===== config.mk =====
export PLATFORM = sky130hd
export DESIGN_NAME = i2cm_hostregs
export DESIGN_NICKNAME = d
export VERILOG_FILES = /design/src/rtl/i2cm_hostregs_pkg.sv /design/src/rtl/i2cm_hostregs_ctl.sv /design/src/rtl/i2cm_hostregs_dp.sv /design/src/rtl/i2cm_hostregs.sv
export SDC_FILE = /design/constraint.sdc
export NUM_CORES = 1
export LEC_CHECK = 0
export BUFFER_PORTS_ARGS = -buffer_cell sky130_fd_sc_hd__buf_2
export CORE_ASPECT_RATIO = 0.6
export CORE_UTILIZATION = 52
export DETAILED_ROUTE_END_ITERATION = 10
export PLACE_DENSITY = 0.8
export SKIP_CTS_REPAIR_TIMING = 1
export SLEW_MARGIN = 10
export SYNTH_ARGS = -nofsm -noshare
export SYNTH_HDL_FRONTEND = slang
export SYNTH_SLANG_ARGS = --single-unit

===== constraint.sdc =====
create_clock -name clk -period 1.6 [get_ports clk]
set_input_delay 0.08 -clock clk [delete_from_list [all_inputs] [get_ports clk]]
set_output_delay 0.08 -clock clk [all_outputs]
set_load 0.02 [all_outputs]

===== src/rtl/i2cm_hostregs_pkg.sv =====
package i2cm_hostregs_pkg;

  localparam int DATA_W    = 8;
  localparam int ADDR_W    = 3;
  localparam int PRE_BYTES = 2;
  localparam int PRE_W     = PRE_BYTES * DATA_W;

  // address decode: divider bytes occupy 0..PRE_BYTES-1
  localparam logic [ADDR_W-1:0] ADR_CTRL = ADDR_W'(PRE_BYTES);
  localparam logic [ADDR_W-1:0] ADR_DATA = ADDR_W'(PRE_BYTES + 1);
  localparam logic [ADDR_W-1:0] ADR_CMD  = ADDR_W'(PRE_BYTES + 2);

  // control bit positions
  localparam int CTL_EN  = 7;
  localparam int CTL_IEN = 6;

  // command bit positions
  localparam int CMD_STA  = 7;
  localparam int CMD_STO  = 6;
  localparam int CMD_RD   = 5;
  localparam int CMD_WR   = 4;
  localparam int CMD_ACK  = 3;
  localparam int CMD_IACK = 0;

  // strobes from access control to datapath
  typedef struct packed {
    logic [PRE_BYTES-1:0] wrPre;
    logic                 wrCtrl;
    logic                 wrData;
    logic                 wrCmd;
    logic                 rdLatch;
    logic [ADDR_W-1:0]    addr;
  } regStrobe_t;

endpackage


===== src/rtl/i2cm_hostregs_ctl.sv =====
module i2cm_hostregs_ctl
  import i2cm_hostregs_pkg::*;
(
  input  logic              clk,
  input  logic              arstN,
  input  logic              srstIn,
  input  logic              busCyc,
  input  logic              busStb,
  input  logic              busWe,
  input  logic [ADDR_W-1:0] busAddr,
  output logic              busAck,
  output regStrobe_t        strb
);

  logic accStart;
  assign accStart = busCyc && busStb && !busAck;

  always_ff @(posedge clk or negedge arstN) begin
    if (!arstN)      busAck <= 1'b0;
    else if (srstIn) busAck <= 1'b0;
    else             busAck <= accStart;
  end

  genvar gi;
  generate
    for (gi = 0; gi < PRE_BYTES; gi++) begin : g_preDec
      assign strb.wrPre[gi] = accStart && busWe && (busAddr == ADDR_W'(gi));
    end
  endgenerate

  assign strb.wrCtrl  = accStart && busWe && (busAddr == ADR_CTRL);
  assign strb.wrData  = accStart && busWe && (busAddr == ADR_DATA);
  assign strb.wrCmd   = accStart && busWe && (busAddr == ADR_CMD);
  assign strb.rdLatch = accStart && !busWe;
  assign strb.addr    = busAddr;

  // acknowledge follows a fresh strobe by one cycle
  assert_ack_follows_R4: assert property (@(posedge clk) disable iff (!arstN || srstIn)
    (busCyc && busStb && !busAck) |=> busAck);

  // acknowledge never lasts two cycles
  assert_ack_single_R4: assert property (@(posedge clk) disable iff (!arstN || srstIn)
    busAck |=> !busAck);

endmodule


===== src/rtl/i2cm_hostregs_dp.sv =====
module i2cm_hostregs_dp
  import i2cm_hostregs_pkg::*;
(
  input  logic              clk,
  input  logic              arstN,
  input  logic              srstIn,
  input  regStrobe_t        strb,
  input  logic [DATA_W-1:0] busWrData,
  output logic [DATA_W-1:0] busRdData,
  output logic              irqOut,
  output logic [PRE_W-1:0]  prescale,
  output logic              coreEn,
  output logic [DATA_W-1:0] txByte,
  output logic              cmdStart,
  output logic              cmdStop,
  output logic              cmdRead,
  output logic              cmdWrite,
  output logic              cmdAckBit,
  input  logic              ctlDone,
  input  logic              ctlAckIn,
  input  logic              ctlBusy,
  input  logic              ctlArbLost,
  input  logic [DATA_W-1:0] ctlRxByte
);

  logic [PRE_W-1:0]  preReg;
  logic              ctrlEn, ctrlIen;
  logic [DATA_W-1:0] txReg, rxReg;
  logic              cStart, cStop, cRead, cWrite, cAck, cIack;
  logic              stRxAck, stBusy, stArb, irqFlag;
  logic              tip;
  logic [DATA_W-1:0] statusByte, ctrlByte, rdMux;
  logic              cmdAccept, cmdEnd;

  assign tip       = cRead || cWrite;
  assign cmdAccept = strb.wrCmd && ctrlEn;
  assign cmdEnd    = ctlDone || ctlArbLost;

  // divider bytes
  genvar gi;
  generate
    for (gi = 0; gi < PRE_BYTES; gi++) begin : g_preReg
      always_ff @(posedge clk or negedge arstN) begin
        if (!arstN)                preReg[gi*DATA_W +: DATA_W] <= '1;
        else if (srstIn)           preReg[gi*DATA_W +: DATA_W] <= '1;
        else if (strb.wrPre[gi])   preReg[gi*DATA_W +: DATA_W] <= busWrData;
      end
    end
  endgenerate

  // control and byte to send
  always_ff @(posedge clk or negedge arstN) begin
    if (!arstN) begin
      ctrlEn <= 1'b0; ctrlIen <= 1'b0; txReg <= '0;
    end else if (srstIn) begin
      ctrlEn <= 1'b0; ctrlIen <= 1'b0; txReg <= '0;
    end else begin
      if (strb.wrCtrl) begin
        ctrlEn  <= busWrData[CTL_EN];
        ctrlIen <= busWrData[CTL_IEN];
      end
      if (strb.wrData) txReg <= busWrData;
    end
  end

  // command byte: self clearing
  always_ff @(posedge clk or negedge arstN) begin
    if (!arstN) begin
      {cStart, cStop, cRead, cWrite, cAck, cIack} <= '0;
    end else if (srstIn) begin
      {cStart, cStop, cRead, cWrite, cAck, cIack} <= '0;
    end else if (cmdAccept) begin
      cStart <= busWrData[CMD_STA];
      cStop  <= busWrData[CMD_STO];
      cRead  <= busWrData[CMD_RD];
      cWrite <= busWrData[CMD_WR];
      cAck   <= busWrData[CMD_ACK];
      cIack  <= busWrData[CMD_IACK];
    end else begin
      cIack <= 1'b0;
      if (cmdEnd) {cStart, cStop, cRead, cWrite, cAck} <= '0;
    end
  end

  // status, interrupt, received byte
  always_ff @(posedge clk or negedge arstN) begin
    if (!arstN) begin
      stRxAck <= 1'b0; stBusy <= 1'b0; stArb <= 1'b0;
      irqFlag <= 1'b0; irqOut <= 1'b0; rxReg <= '0;
    end else if (srstIn) begin
      stRxAck <= 1'b0; stBusy <= 1'b0; stArb <= 1'b0;
      irqFlag <= 1'b0; irqOut <= 1'b0; rxReg <= '0;
    end else begin
      stRxAck <= ctlAckIn;
      stBusy  <= ctlBusy;
      if (ctlArbLost)  stArb <= 1'b1;
      else if (cStart) stArb <= 1'b0;
      irqFlag <= cmdEnd || (irqFlag && !cIack);
      irqOut  <= irqFlag && ctrlIen;
      if (ctlDone) rxReg <= ctlRxByte;
    end
  end

  // read path
  always_comb begin
    statusByte = '0;
    statusByte[7] = stRxAck;
    statusByte[6] = stBusy;
    statusByte[5] = stArb;
    statusByte[1] = tip;
    statusByte[0] = irqFlag;
    ctrlByte = '0;
    ctrlByte[CTL_EN]  = ctrlEn;
    ctrlByte[CTL_IEN] = ctrlIen;
    rdMux = '0;
    for (int b = 0; b < PRE_BYTES; b++)
      if (strb.addr == ADDR_W'(b)) rdMux = preReg[b*DATA_W +: DATA_W];
    if (strb.addr == ADR_CTRL) rdMux = ctrlByte;
    if (strb.addr == ADR_DATA) rdMux = rxReg;
    if (strb.addr == ADR_CMD)  rdMux = statusByte;
  end

  always_ff @(posedge clk or negedge arstN) begin
    if (!arstN)            busRdData <= '0;
    else if (srstIn)       busRdData <= '0;
    else if (strb.rdLatch) busRdData <= rdMux;
  end

  assign prescale  = preReg;
  assign coreEn    = ctrlEn;
  assign txByte    = txReg;
  assign cmdStart  = cStart;
  assign cmdStop   = cStop;
  assign cmdRead   = cRead;
  assign cmdWrite  = cWrite;
  assign cmdAckBit = cAck;

  // a command write while disabled leaves the pending command alone
  assert_cmd_ignored_R5: assert property (@(posedge clk) disable iff (!arstN || srstIn)
    (strb.wrCmd && !ctrlEn && !cmdEnd) |=> $stable({cStart, cStop, cRead, cWrite, cAck}));

  // completion clears transfer in progress unless a new command lands
  assert_done_clears_R6: assert property (@(posedge clk) disable iff (!arstN || srstIn)
    (cmdEnd && !strb.wrCmd) |=> !(cmdRead || cmdWrite));

  // interrupt acknowledge lasts one cycle
  assert_iack_pulse_R6: assert property (@(posedge clk) disable iff (!arstN || srstIn)
    cIack |=> !cIack);

  // completion or arbitration loss raises the flag
  assert_irq_set_R8: assert property (@(posedge clk) disable iff (!arstN || srstIn)
    cmdEnd |=> irqFlag);

  // interrupt output only when enabled
  assert_irq_gate_R8: assert property (@(posedge clk) disable iff (!arstN || srstIn)
    irqOut |-> $past(ctrlIen));

  // arbitration loss is recorded
  assert_arb_sticky_R9: assert property (@(posedge clk) disable iff (!arstN || srstIn)
    (stArb && !cStart) |=> stArb);

endmodule


===== src/rtl/i2cm_hostregs.sv =====
module i2cm_hostregs
  import i2cm_hostregs_pkg::*;
#(
  parameter logic ARST_LVL = 1'b0
) (
  input  logic              clk,
  input  logic              arstIn,
  input  logic              srstIn,
  input  logic              busCyc,
  input  logic              busStb,
  input  logic              busWe,
  input  logic [ADDR_W-1:0] busAddr,
  input  logic [DATA_W-1:0] busWrData,
  output logic [DATA_W-1:0] busRdData,
  output logic              busAck,
  output logic              irqOut,
  output logic [PRE_W-1:0]  prescale,
  output logic              coreEn,
  output logic [DATA_W-1:0] txByte,
  output logic              cmdStart,
  output logic              cmdStop,
  output logic              cmdRead,
  output logic              cmdWrite,
  output logic              cmdAckBit,
  input  logic              ctlDone,
  input  logic              ctlAckIn,
  input  logic              ctlBusy,
  input  logic              ctlArbLost,
  input  logic [DATA_W-1:0] ctlRxByte
);

  logic       arstN;
  regStrobe_t strb;

  // low whenever the asynchronous reset sits at its active level
  assign arstN = arstIn ^ ARST_LVL;

  i2cm_hostregs_ctl u_ctl (
    .clk     (clk),
    .arstN   (arstN),
    .srstIn  (srstIn),
    .busCyc  (busCyc),
    .busStb  (busStb),
    .busWe   (busWe),
    .busAddr (busAddr),
    .busAck  (busAck),
    .strb    (strb)
  );

  i2cm_hostregs_dp u_dp (
    .clk        (clk),
    .arstN      (arstN),
    .srstIn     (srstIn),
    .strb       (strb),
    .busWrData  (busWrData),
    .busRdData  (busRdData),
    .irqOut     (irqOut),
    .prescale   (prescale),
    .coreEn     (coreEn),
    .txByte     (txByte),
    .cmdStart   (cmdStart),
    .cmdStop    (cmdStop),
    .cmdRead    (cmdRead),
    .cmdWrite   (cmdWrite),
    .cmdAckBit  (cmdAckBit),
    .ctlDone    (ctlDone),
    .ctlAckIn   (ctlAckIn),
    .ctlBusy    (ctlBusy),
    .ctlArbLost (ctlArbLost),
    .ctlRxByte  (ctlRxByte)
  );

endmodule


---- Yosys cells after proc, flatten, opt, wreduce, memory -nomap -nowiden ----
Cells that the tools add are included.
Widths: inputs -> output; s select.
storage, ports and cells
  flip-flop bits (word level) ............. 54
  bits of input ports ..................... 29
  output and inout port bits .............. 40
  logic and storage cells ................. 90
operators by class
  equality and inequality tests ........... 4
  muxes and demuxes ....................... 40
  reductions and logical operators ........ 27
operators with widths
  kind                count
  $mux 8              15
  $mux 1              25
  $logic_and 1x1->1   12
  $reduce_bool 2->1   6
  $eq 3x2->1 const B  2
  $reduce_bool 3->1   2
  $eq 3x1->1 const B  1
  $eq 3x3->1 const B  1
  $logic_not 1->1     3
  $logic_not 3->1     1
  $logic_or 1x1->1    3

---- Depth between registers and ports, before layout ----
  depth after elaboration ................. 8
  mapped depth ............................ 6
  depth with buffers taken out ............ 4

---- Hierarchy ----
From an unflattened synthesis, not the netlist that was laid out.
second synthesis, totals
  cell total of the unflattened synthesis .. 216
  area, all modules ....................... 2509.9 µm²
modules (own cells, without submodules)
  module             times used  cells each  area each (µm²)  seq. area each (µm²)
  i2cm_hostregs_dp   1           202         2376.0           1346.3
  i2cm_hostregs_ctl  1           14          133.9            25.0

---- Worst setup path before layout ----
No wires, ideal clock.
  kind .................................... register to register
  start ................................... register u_ctl.busAck
  end ..................................... register u_dp.txReg[0], in the netlist u_dp.txByte[0]
  library setup time ...................... 0.132 ns
  arrival ................................. 1.478 ns
  data required time ...................... 1.468 ns
  path slack .............................. -0.010 ns
  stages on the path, launching flop included .. 5
  path buffers ............................ 0
  period minus slack after synthesis ...... 1.610 ns
  cells stage by stage .................... dfrtp_1 nand4b_2 nor3_4 mux2i_1 nor2_1
on the way
  word-level cells in the longest chain between the ends .. 5
RTL lines
  what                                RTL line                 RTL
  from (decl)                         i2cm_hostregs_ctl.sv:11  output logic busAck,
  from (signal assigned)              i2cm_hostregs_ctl.sv:21  else busAck <= accStart;
  $logic_not 1->1                     i2cm_hostregs_ctl.sv:16  assign accStart = busCyc && busStb && !busAck;
  $logic_and 1x1->1                   i2cm_hostregs_ctl.sv:16
  $logic_and 1x1->1 (2 in a row)      i2cm_hostregs_ctl.sv:32  assign strb.wrData = accStart && busWe && (busAddr == ADR_DATA);
  $reduce_bool 2->1 (no source line)  --
  to (signal assigned)                i2cm_hostregs_dp.sv:62   if (strb.wrData) txReg <= busWrData;
  to (decl)                           i2cm_hostregs_dp.sv:28   logic [DATA_W-1:0] txReg, rxReg;
Every way passes these cells.
A chain may end at the register's enable or synchronous reset.

---- Worst setup path in the final report ----
  start ................................... register u_ctl.busAck
  end ..................................... register u_dp.ctrlEn, in the netlist u_dp.coreEn
on the way
  word-level cells in the longest chain between the ends .. 5
RTL lines
  what                                RTL line                 RTL
  $logic_not 1->1                     i2cm_hostregs_ctl.sv:16
  $logic_and 1x1->1                   i2cm_hostregs_ctl.sv:16
  $logic_and 1x1->1 (2 in a row)      i2cm_hostregs_ctl.sv:31  assign strb.wrCtrl = accStart && busWe && (busAddr == ADR_CTRL);
  $reduce_bool 2->1 (no source line)  --
  to (signal assigned)                i2cm_hostregs_dp.sv:59   ctrlEn <= busWrData[CTL_EN];
  to (decl)                           i2cm_hostregs_dp.sv:27   logic ctrlEn, ctrlIen;
Every way passes these cells.

==> out/qor.csv <==
stage;metric;value;unit
placement;post_dp_cell_area;2920;um^2
synthesis;async_flop_share;100;%
cells_and_area;syn_to_final_growth;23.7;%
power_and_ir_drop;power_frac_comb;10.9;%
sta;period_share;89.7;%
critical_path;endpoint_kind;register;
synthesis;synth_edf_count;0;
placement;dpl.cell_count;355;
placement;gp_congestion;0.838;
cells_and_area;final_nets;332;
cells_and_area;instances_no_fill;364;
sta;setup_viol;0;
synthesis;syn_inst;230;
synthesis;yosys_warnings;0;
die;core-area;4320;um^2
synthesis;ys_types;33;
cells_and_area;finish.utilization;70.4;%
placement;portBuffers;68;
critical_path;cpPeakStageDelay;0.44;ns
global_routing;grt_first_pass_wirelength;9650;um
critical_path;cp-start-kind;register;
critical_path;r2r_cells;4;
clock_network;numCtsBuffers;5;
drt;dr.pass1.iters;4;
synthesis;synthesis.area;2460;um^2
global_routing;grt_max_degree;55;
cells_and_area;layout_commonest_cell;buf_2;
sta;finalClockSkew;0.00162;ns
power_and_ir_drop;peakVddDrop;399;uV
sta;hold_viol_final;0;
flow_run;cap_violations;0;
drt;num_vias;2002;
critical_path;crit_arrival;1.61;ns
synthesis;synth_xor_area_share;0;%
drt;viasPerCell;5.50;
critical_path;cp-startpoint;u_ctl.busAck;
clock_network;cts_buffer_depth;2;
global_routing;antenna_found_initial;0;
power_and_ir_drop;clockPowerShare;33.5;%
sta;timing.slew.headroom;60.8;%
power_and_ir_drop;power.static_leakage;1.41;nW
critical_path;timing.rr.end;u_dp.coreEn;
clock_network;cts_max_level;2;
power_and_ir_drop;sequentialPowerShare;55.6;%
global_routing;track_usage;24.9;%
sta;min_period;1.44;ns
clock_network;cts_tree;built;
global_routing;overflow;0;
sta;finalSetupTns;0;ns
die;die_y;55.3;um
die;dieArea;5020;um^2
drt;dr.first_iter.drc_count;99;
critical_path;cp.required;1.77;ns
synthesis;synthMuxAreaShare;9.76;%
die;pin_count;69;
synthesis;yosysTopAreaCellShare;38.6;%
critical_path;r2r_start;u_ctl.busAck;
cells_and_area;n_antenna_cell;0;
drt;drtAntennaViolNets;0;
synthesis;ys.flop_type;dfrtp_1;
placement;place_ws;0.138;ns
drt;wl_per_cell;16.4;um
global_routing;grt_pass1_vias;1895;
power_and_ir_drop;cellInternalPower;1.93;mW
synthesis;synth_top_cell_by_area;dfrtp_1;
critical_path;critPathKind;register to register;
sta;tightest_slew;0.583;ns
outcome;outcome;completed;
cells_and_area;layout_common_cells;buf_2 (68), dfrtp_1 (38), nor2_1 (33);
sta;final_max_slew_viol_count;0;
placement;dpl.hpwl;4350;um
synthesis;synth.avg_cell_area;10.7;um^2
synthesis;syn_nets;259;
clock_network;cts-root-buf;clkbuf_8;
cells_and_area;fillers;330;
clock_network;clk_pin_slew;0.09;ns
sta;finalWorstSetupSlack;0.164;ns
critical_path;r2r_slack;0.16;ns
die;rows;18;
synthesis;synth_compound_gate_area_share;11.7;%
power_and_ir_drop;switching_share;23.9;%
synthesis;synth_seq_cells;54;
power_and_ir_drop;p_per_area;834;nW/um^2
die;initial_core_util;56.9;%
clock_network;clk-insertion-delay-late;0.30;ns
cells_and_area;final_layout_size_suffix_gt1_share;36.5;%
drt;drc;0;
power_and_ir_drop;p_sw;0.608;mW
clock_network;clock-sinks;54;
hold_path;hp-class;primary input to register;
synthesis;synthAdderAreaFrac;0;%
sta;fmax;0.697;GHz
cells_and_area;fin_area;3050;um^2
synthesis;synth_top_family_by_area;simple AND/OR/NAND/NOR gates;
synthesis;ys_seq_area_share;55.7;%
critical_path;cp_max_fo;5;
sta;rsz0062_at_grt;no;
critical_path;cp_cell_sequence;nand4b_4 -> or3_1 -> nand3b_1 -> o21ai_0;
die;die_x;90.8;um
critical_path;crit_slowest_cell;or3_1;
critical_path;critPathCapture;u_dp.coreEn;
drt;routed_wl;5960;um
synthesis;synth_area_leaders;dfrtp_1 (39%), dfstp_2 (17%), mux2i_1 (9.8%);
synthesis;synthSimpleGateAreaFrac;19.4;%
[power groups by stage]
stage	combinational [mW]	sequential, mW	clock, mW
floorplan	0.131	1.45	0
global placement	0.267	1.44	0
detailed placement	0.273	1.44	0
CTS	0.274	1.41	0.868
global route	0.302	1.42	0.929
finish	0.277	1.41	0.852
[metrics by stage]
step	hold WS, ns	power, mW
final	0.0158	2.54
after global routing	0.0177	2.65
after CTS	-0.227	2.55
after detailed placement	0.0975	1.71
after global placement	0.0950	1.70
after floorplan	-0.216	1.58
[layer usage]
layer | track usage (%) | routed length (um) | share of wire [%]
met1 | 40.4 | 3170 | 53
met4 | 2.72 | 16 | 0.27
met5 | 0 | 0 | 0
met3 | 6.34 | 352 | 5.9
met2 | 34.3 | 2430 | 41
[state kept, by name (all words and copies together), names as in the netlist, 8 cells and up]
signal and cells:
u_dp.txByte 8, u_dp.rxReg 8, u_dp.prescale 16, u_dp.busRdData 8
[layout make-up]
type | instances | area, um^2 | area share (%)
inverter | 3 | 11.3 | 0.370
clock buffer | 8 | 110 | 3.62
sequential | 54 | 1370 | 45.0
multi-input combinational | 159 | 1020 | 33.5
timing repair buffer | 80 | 458 | 15.0
tap | 60 | 75.1 | 2.47
[critical path: cells and delay by family, from the launching register on]
kind | cells | cell delay (ns)
AOI/OAI and AO/OA | 1 | 0.11
DFF | 1 | 0.40
and+or+nand+nor | 3 | 0.81
[cells in the mapped netlist (2+ instances only)]
library cell and n:
nand3_1 9, o21ai_1 5, a22o_1 5, clkbuf_1 9, mux2i_1 24, inv_1 3
dfrtp_1 38, nor2b_1 2, o2bb2ai_1 2, nor3_1 19, or3_1 2, o21a_1 3
o21ai_0 14, nor2_1 33, nand3b_1 3, buf_6 2, a21oi_1 18, dfstp_2 16
nand2b_1 8, buf_2 2
[worst min path at each step]
stage | to | startpoint | cells after the start | slack (ns)
final | u_dp.stBusy | ctlBusy | 2 | 0.02
after global routing | u_dp.stRxAck | ctlAckIn | 2 | 0.02
after CTS | u_dp.irqOut | arstIn | 2 | -0.23
after detailed placement | u_dp.irqOut | arstIn | 2 | 0.1
after global placement | u_dp.irqFlag | arstIn | 2 | 0.1
after floorplan | u_ctl.busAck | arstIn | 0 | -0.22
[cells by family after synthesis]
family | Yosys count
AND/OR/NAND/NOR | 86
flip-flops | 54
AO/OA/AOI/OAI | 49
multiplexers | 24
buffers and inverters | 17
No activity file was read; power rests on OpenSTA's default activity.
